File: config.mk
export PLATFORM = sky130hd
export DESIGN_NAME = irq_queue_monitor
export DESIGN_NICKNAME = d
export VERILOG_FILES = /design/src/rtl/iqm_pkg.sv /design/src/rtl/iqm_ctrl.sv /design/src/rtl/iqm_datapath.sv /design/src/rtl/irq_queue_monitor.sv
export SDC_FILE = /design/constraint.sdc
export NUM_CORES = 1
export LEC_CHECK = 0
export ABC_AREA = 1
export BUFFER_PORTS_ARGS = -buffer_cell sky130_fd_sc_hd__buf_2
export CAP_MARGIN = 20
export CORE_MARGIN = 2
export CORE_UTILIZATION = 40
export CTS_CLUSTER_SIZE = 24
export DETAILED_ROUTE_END_ITERATION = 7
export PLACE_DENSITY_LB_ADDON = 0.25
export RECOVER_POWER = 25
export SYNTH_ARGS = -nofsm -noshare
export SYNTH_HDL_FRONTEND = slang
export SYNTH_SLANG_ARGS = --single-unit
File: constraint.sdc
create_clock -name clk -period 6.05 [get_ports clk]
set_input_delay 1.21 -clock clk [delete_from_list [all_inputs] [get_ports clk]]
set_output_delay 1.21 -clock clk [all_outputs]
set_load 0.02 [all_outputs]
File: src/rtl/iqm_pkg.sv
package iqm_pkg;
  localparam int NUM_Q = 4;
  localparam int QSEL_W = $clog2(NUM_Q);
  localparam int ADDR_W = QSEL_W + 1;
  localparam int NUM_IRQ = 3;

  typedef enum logic [QSEL_W-1:0] {
    Q_CPU_MSG = 2'd0,
    Q_DEV_MSG = 2'd1,
    Q_RES_ERR = 2'd2,
    Q_NRES_ERR = 2'd3
  } queue_e;

  typedef struct packed {
    logic [NUM_Q-1:0] headWe;
    logic [NUM_Q-1:0] tailWe;
  } ptr_strobe_t;
endpackage

File: src/rtl/iqm_ctrl.sv
module iqm_ctrl
  import iqm_pkg::*;
(
  input  logic              clk,
  input  logic              rstN,
  input  logic              regWrEn,
  input  logic [ADDR_W-1:0] regAddr,
  output ptr_strobe_t       strobes
);
  logic [QSEL_W-1:0] qSel;
  logic isTail;

  assign qSel   = regAddr[ADDR_W-1:1];
  assign isTail = regAddr[0];

  always_comb begin
    strobes = '0;
    for (int q = 0; q < NUM_Q; q++) begin
      if (regWrEn && qSel == QSEL_W'(q)) begin
        strobes.headWe[q] = !isTail;
        strobes.tailWe[q] = isTail;
      end
    end
  end

  // exactly one pointer register is written per write cycle
  p_single_strobe_r2: assert property (@(posedge clk) disable iff (!rstN)
    regWrEn |-> $countones({strobes.headWe, strobes.tailWe}) == 1);
  p_no_strobe_idle_r2: assert property (@(posedge clk) disable iff (!rstN)
    !regWrEn |-> ({strobes.headWe, strobes.tailWe} == '0));
endmodule

File: src/rtl/iqm_datapath.sv
module iqm_datapath
  import iqm_pkg::*;
#(
  parameter int PTR_W = 64
) (
  input  logic              clk,
  input  logic              rstN,
  input  ptr_strobe_t       strobes,
  input  logic [PTR_W-1:0]  wrData,
  input  logic [ADDR_W-1:0] rdAddr,
  output logic [PTR_W-1:0]  rdData,
  output logic [NUM_Q-1:0]  nonEmpty
);
  logic [PTR_W-1:0] headQ [NUM_Q];
  logic [PTR_W-1:0] tailQ [NUM_Q];

  for (genvar q = 0; q < NUM_Q; q++) begin : g_queue
    always_ff @(posedge clk) begin
      if (!rstN) begin
        headQ[q] <= '0;
        tailQ[q] <= '0;
      end else begin
        if (strobes.headWe[q]) headQ[q] <= wrData;
        if (strobes.tailWe[q]) tailQ[q] <= wrData;
      end
    end
    assign nonEmpty[q] = headQ[q] != tailQ[q];

    // unselected pointers keep their value
    p_hold_head_r2: assert property (@(posedge clk) disable iff (!rstN)
      !strobes.headWe[q] |=> $stable(headQ[q]));
    p_hold_tail_r2: assert property (@(posedge clk) disable iff (!rstN)
      !strobes.tailWe[q] |=> $stable(tailQ[q]));
  end

  always_comb begin
    if (rdAddr[0]) rdData = tailQ[rdAddr[ADDR_W-1:1]];
    else           rdData = headQ[rdAddr[ADDR_W-1:1]];
  end
endmodule

File: src/rtl/irq_queue_monitor.sv
module irq_queue_monitor
  import iqm_pkg::*;
#(
  parameter int PTR_W = 64
) (
  input  logic              clk,
  input  logic              rstN,
  input  logic              regWrEn,
  input  logic [ADDR_W-1:0] regAddr,
  input  logic [PTR_W-1:0]  regWrData,
  output logic [PTR_W-1:0]  regRdData,
  output logic              irqCpuMsg,
  output logic              irqDevMsg,
  output logic              irqResErr
);
  ptr_strobe_t strobes;
  logic [NUM_Q-1:0] nonEmpty;

  iqm_ctrl u_ctrl (
    .clk(clk), .rstN(rstN), .regWrEn(regWrEn), .regAddr(regAddr), .strobes(strobes)
  );

  iqm_datapath #(.PTR_W(PTR_W)) u_dp (
    .clk(clk), .rstN(rstN), .strobes(strobes), .wrData(regWrData),
    .rdAddr(regAddr), .rdData(regRdData), .nonEmpty(nonEmpty)
  );

  assign irqCpuMsg = nonEmpty[Q_CPU_MSG];
  assign irqDevMsg = nonEmpty[Q_DEV_MSG];
  assign irqResErr = nonEmpty[Q_RES_ERR];

  // interrupts low in the first cycle after reset
  p_reset_quiet_r1: assert property (@(posedge clk)
    !rstN |=> !irqCpuMsg && !irqDevMsg && !irqResErr);
  // a write to the silent queue never toggles an interrupt
  p_silent_queue_r7: assert property (@(posedge clk) disable iff (!rstN)
    (regWrEn && regAddr[ADDR_W-1:1] == Q_NRES_ERR) |=>
      $stable({irqCpuMsg, irqDevMsg, irqResErr}));
  // with no write, the processor message interrupt holds
  p_cpu_hold_r4: assert property (@(posedge clk) disable iff (!rstN)
    !regWrEn |=> $stable(irqCpuMsg));
endmodule

==> impl_results.md, run 1 <==
- Status: finished with violations
- Failing checks: max-capacitance violations, max-slew violations
- Initial antenna violation count: 1
- PD cells: 293 nW/µm²
- Maxcap violations: 8
- Largest net degree at the start of global routing: 133
- Port Buffers: 136
- Num rows: 92
- Critical path depth in cells: 6
- Htree depth: 2
- Post-Syn Area: 25400 µm²
- M1 GR Usage: 32.2%
- Final Hold Viols: 0
- Worst Setup End Kind: register
- Vias post-DR: 20.3k
- Slew headroom: -82.8%
- Met3 usage: 3.79%
- Vias in the first global route: 19.7k
- Count leader, synth: nand2_1
- Crit Path Class: in -> reg
- CP Launch Type: primary input
- Layout cells sized above 1: 8.15%
- Asr flop ratio synth: 0%
- Final Slew Violations: 257
- Synth cell types: 19
- Ys flop type: edfxtp_1
- Worst-path fanout max: 33
- Clock period minus worst slack: 5.15 ns
- Avg WL per Cell: 19.7 µm
- Critical path startpoint: regAddr[0]
- Post-CTS Setup Inserts: 0
- CTS Hold Buffers Added: 0
- Post-CTS resize count: 0
- Worst slew pin tran: 2.74 ns
- Largest stage delay on the critical path: 1.77 ns
- CP delay by family, top: buffers and inverters
- Fin worst setup slack: 0.902 ns
- N_diodes: 0
- Number of synthesized flops with an enable pin: 512
- Global-route wire length before repair: 117000 µm
- Post-Syn Nets: 3035
- CP most frequent cell: clkbuf_1
- Hpwl dp: 46100 µm
- Setup-failing EPs final: 0
- CTS max path bufs: 3
- CTS Buf Count: 54
- Initial core utilization: 40.3%
- Die area: 65500 µm²
- Remaining global-route overflow: 0
- Via density: 5.13
- Yosys warns: 0
- Commonest cells post-synth: nand2_1, nor2_1, edfxtp_1
- Die width: 256 µm
- Layout Nets: 3145
- Gr usage total: 23.5%
- Floorplan Core Area: 63000 µm²
- Hold path startpoint: regWrData[54]
- Capture point of the critical path: u_dp.headQ[0][9]
- 1st-iter DRT viols: 2080
- Die height: 256 µm
- Hold WC Path Type: in -> reg
- FMAX: 194 MHz
- Top cell type's share of synthesized area: 60.6%
- Synth Register Bits: 512
- I/O pins: 137
- CP Cell Sequence: clkbuf_1, inv_2, buf_4, nand4_1, clkbuf_1, nor2_1
- Met2 global-route usage: 38.3%
- Drt pass-1 iters: 6
- Cells after Synth: 2965
- Dpl ws: 1.62 ns
- Synth top area cells: edfxtp_1, nand2_1, nor2_1, inv_1, nand4_1
- Syn_area_per_cell: 8.56 µm²
- Worst Path Required: 6.32 ns
- Critical path arrival: 5.42 ns
- Clock slew at reported path FFs: 0.06 ns
- Clock sink total: 512
- Remaining antenna violation count after routing: 0
- Setup TNS Final: 0 ns
- RSZ-0062 raised after global routing: false
- Grt peak-use layer: met2
- Synth area leader: edfxtp_1
- Worst path slowest cell: clkbuf_1
- Seq/Total Area, Yosys: 60.6%
- Total wire length: 78000 µm
- Leak: 0.0126 µW
- Peak VDD IR: 213 µV
- CTS tree: yes
- Root buf cell: clkbuf_16
- Hold WS: 1.00 ns
- GPL Wtd Cong: 0.843
- Final period util: 85.1%
- Area growth from synthesis to layout: 12.8%
- Drc violations: 0
- Utilization after layout: 45.5%
- WP buf/inv: 4
==> area by class of cell <==
| cell class | count | area, µm² |
|---|---|---|
| fillers | 6140 | 34300 |
| multi-input cells | 1990 | 8240 |
| flip-flops and latches | 512 | 15400 |
| inverters | 339 | 1270 |
| clock inverters | 28 | 180 |
| clock buffers | 70 | 1430 |
| repair buffers | 178 | 1070 |
| well taps | 846 | 1060 |
==> registers in the layout (all words and copies together), names as in the netlist <==
| register | count |
|---|---|
| u_dp.tailQ | 256 |
| u_dp.headQ | 256 |
==> through the flow <==
step | area [µm²] | instances | power [µW]
floorplan | 25400 | 2965 | 4930
CTS | 28700 | 3963 | 8420
global route | 28600 | 3963 | 8660
finish | 28600 | 3963 | 8380
global placement | 27100 | 3865 | 5290
detailed placement | 27100 | 3865 | 5310
==> cells in the final DEF (no fill, tap or decap), types with 27 or more instances in the layout <==
master,count
a22oi_1,43
inv_1,335
nand4_1,112
buf_4,27
buf_2,134
nand2_1,998
edfxtp_1,512
clkbuf_16,55
xor2_1,30
nor2_1,766
==> kinds of logic (layout without fill, tap and decap cells) <==
group           after synthesis  in the layout  synth area share, %
compound gates               65             65                 1.82
xor+xnor                     30             30                 1.03
buf+inv                     463            615                 7.17
flops                       512            512                 60.6
simple gates               1895           1895                 29.4
==> how the worst min path moves through the flow <==
stage | end | depth (start not counted)
6_report | u_dp.tailQ[1][54] | 3
5_1_grt | u_dp.tailQ[0][62] | 3
4_1_cts | u_dp.headQ[0][54] | 3
3_5_place_dp | u_dp.tailQ[2][31] | 3
3_3_place_gp | u_dp.tailQ[2][31] | 3
2_1_floorplan | u_dp.headQ[0][0] | 2
==> routing by layer <==
metal | up-vias | share of wire (%)
met4 | 2 | 2.7
met1 | 9762 | 42
li1 | 9612 | -
met5 | - | 0.017
met2 | 825 | 47
met3 | 136 | 8.2
==> tightest hold or removal path, cell delays in order <==
cell    delay [ns]
buf_2         0.07
inv_1         0.11
nor2_1        0.12
==> where the power goes <==
part           switching [µW]  leakage (µW)  total [µW]  internal (µW)
Clock                    1390      0.000792        3140           1740
Sequential                148       0.00495        4300           4150
Combinational             676       0.00690         940            264
Note: power is estimated with default switching activity, not from simulation.
==> inputs of run 2 (changes only) <==
==> constraint.sdc (replaced) <==
create_clock -name clk -period 5.3 [get_ports clk]
set_input_delay 1.06 -clock clk [delete_from_list [all_inputs] [get_ports clk]]
set_output_delay 1.06 -clock clk [all_outputs]
set_load 0.02 [all_outputs]
==> impl_results.md, run 2 (synthesized netlist as in run 1, its figures left out) <==
- Status: finished with violations (unchanged)
- Failing checks: max-capacitance violations, max-slew violations (unchanged)
- Clock slew at reported path FFs: 0.06 ns (about the same)
- FMAX: 220 MHz
- CTS tree: yes (unchanged)
- Maxcap violations: 7 (was 8)
- Final Hold Viols: 0 (unchanged)
- Critical path arrival: 3.49 ns (was 5.42 ns)
- Hpwl dp: 45600 µm (was 46100 µm)
- PD cells: 337 nW/µm² (was 293 nW/µm²)
- Uppermost routed layer: met4 (was met5)
- Remaining antenna violation count after routing: 0 (unchanged)
- Setup TNS Final: 0 ns (unchanged)
- Drt pass-1 iters: 5 (was 6)
- CP Launch Type: primary input (unchanged)
- Die height: 256 µm (unchanged)
- Worst-path fanout max: 23 (was 33)
- Global-route wire length before repair: 115000 µm (was 117000 µm)
- Largest registers: u_dp.headQ (256), u_dp.tailQ (256) (unchanged)
- DR WL met3: 6290 µm (was 6400 µm)
- Post-CTS resize count: 0 (unchanged)
- GPL Wtd Cong: 0.853 (was 0.843)
- CTS max path bufs: 3 (unchanged)
- Post-CTS Setup Inserts: 0 (unchanged)
- Htree depth: 2 (unchanged)
- Clock sink total: 512 (unchanged)
- DR WL met2: 35600 µm (was 36400 µm)
- Worst hold path stage count: 3 (unchanged)
- CTS Hold Buffers Added: 0 (unchanged)
- Port Buffers: 136 (unchanged)
- N_diodes: 0 (unchanged)
- Crit Path Class: in -> out (was in -> reg)
- Commonest cells after routing, fill and taps aside: nand2_1, nor2_1, edfxtp_1, inv_1, buf_2 (unchanged)
- Layout Nets: 3144 (was 3145)
- Die area: 65500 µm² (unchanged)
- Hold path startpoint: regWrData[13] (was regWrData[54])
- Initial antenna violation count: 0 (was 1)
- Initial core utilization: 40.3% (unchanged)
- Largest net degree at the start of global routing: 133 (unchanged)
- Worst slew pin tran: 2.55 ns (was 2.74 ns)
- Commonest non-fill, non-tap cell in the layout: nand2_1 (unchanged)
- Root buf cell: clkbuf_16 (unchanged)
- Vias post-DR: 20.2k (was 20.3k)
- Avg WL per Cell: 19.3 µm (was 19.7 µm)
- Critical path startpoint: regAddr[1] (was regAddr[0])
- Worst Path Required: 4.24 ns (was 6.32 ns)
- Area growth from synthesis to layout: 13.4% (was 12.8%)
- Vias in the first global route: 19.6k (was 19.7k)
- Via density: 5.10 (was 5.13)
- Setup-failing EPs final: 0 (unchanged)
- Final period util: 85.8%
- Clock period minus worst slack: 4.55 ns
- Largest stage delay on the critical path: 0.83 ns (was 1.77 ns)
- Final Slew Violations: 204 (was 257)
- Dpl ws: 1.19 ns (was 1.62 ns)
- Worst path slowest cell: nor2_1 (was clkbuf_1)
- Gr usage total: 23.1% (was 23.5%)
- Floorplan Core Area: 63000 µm² (unchanged)
- Layout cells sized above 1: 8.06% (was 8.15%)
- 1st-iter DRT viols: 1908 (was 2080)
- Worst Setup End Kind: primary output (was register)
- Die width: 256 µm (unchanged)
- Hold WC Path Type: in -> reg (unchanged)
- Hold Crit Endpoint: u_dp.tailQ[2][13] (was u_dp.tailQ[1][54])
- WL met1: 32800 µm (was 33100 µm)
- RSZ-0062 raised after global routing: false (unchanged)
- CTS Buf Count: 56 (was 54)
- Num rows: 92 (unchanged)
- Leak: 0.0127 µW (was 0.0126 µW)
- I/O pins: 137 (unchanged)
- Peak VDD IR: 242 µV (was 213 µV)
- Drc violations: 0 (unchanged)
- FILL cells: 6061 (was 6140)
- Fin worst setup slack: 0.751 ns (was 0.902 ns)
- Remaining global-route overflow: 0 (unchanged)
- CP Cell Sequence: buf_2, inv_1, nor2_1, buf_4, nand2_1, nand4_1, nor2_1, a31oi_1, buf_2 (was clkbuf_1, inv_2, buf_4, nand4_1, clkbuf_1, nor2_1)
- Slew headroom: -69.8% (was -82.8%)
- Total wire length: 76600 µm (was 78000 µm)
[run 2: worst max-delay path by stage]
stage | depth (start not counted) | slack, ns | to
after CTS | 9 | 1.18 | regRdData[56]
after floorplan | 5 | 1.72 | u_dp.tailQ[0][0]
after global placement | 9 | 1.23 | regRdData[56]
final | 9 | 0.75 | regRdData[40]
after global routing | 9 | 0.67 | regRdData[40]
after detailed placement | 9 | 1.19 | regRdData[56]
[run 2: per-stage QoR]
step | power [µW] | instance area [µm²] | std cells | util [%] | hold WS (ns)
after floorplan | 5630 | 25400 | 2965 | - | 1.35
after global placement | 6050 | 27200 | 3862 | 43.2 | 1.46
after detailed placement | 6070 | 27200 | 3862 | 43.2 | 1.48
after CTS | 9760 | 28900 | 3959 | 45.9 | 0.832
after global routing | 10100 | 28800 | 3959 | 45.7 | 0.863
final | 9710 | 28800 | 3959 | 45.7 | 0.857
[run 2: layout make-up]
class                      instances  area (µm²)  area share [%]
sequential                       512       15400            53.4
clock buffer                      68        1470            5.10
timing repair buffer             175        1150            3.98
multi-input combinational       1990        8230            28.6
tap                              846        1060            3.68
inverter                         339        1270            4.43
clock inverter                    29         228           0.791
[run 2: report_power, final]
| group | leakage [µW] | total (µW) | internal [µW] | switching [µW] |
|---|---|---|---|---|
| sequential | 0.00495 | 4910 | 4740 | 169 |
| clock | 0.000837 | 3740 | 2140 | 1600 |
| combinational | 0.00693 | 1070 | 307 | 762 |
[run 2: per-layer routing]
metal,track usage (%),up-vias
met5,0,-
met4,6.34,0
met3,3.80,125
met2,37.5,824
met1,32.0,9640
li1,-,9613
[run 2: worst max-delay path, delay by kind of cell]
kind	cells	cell delay, ns
simple gates	4	1.06
buf+inv	4	0.94
compound gates	1	0.40
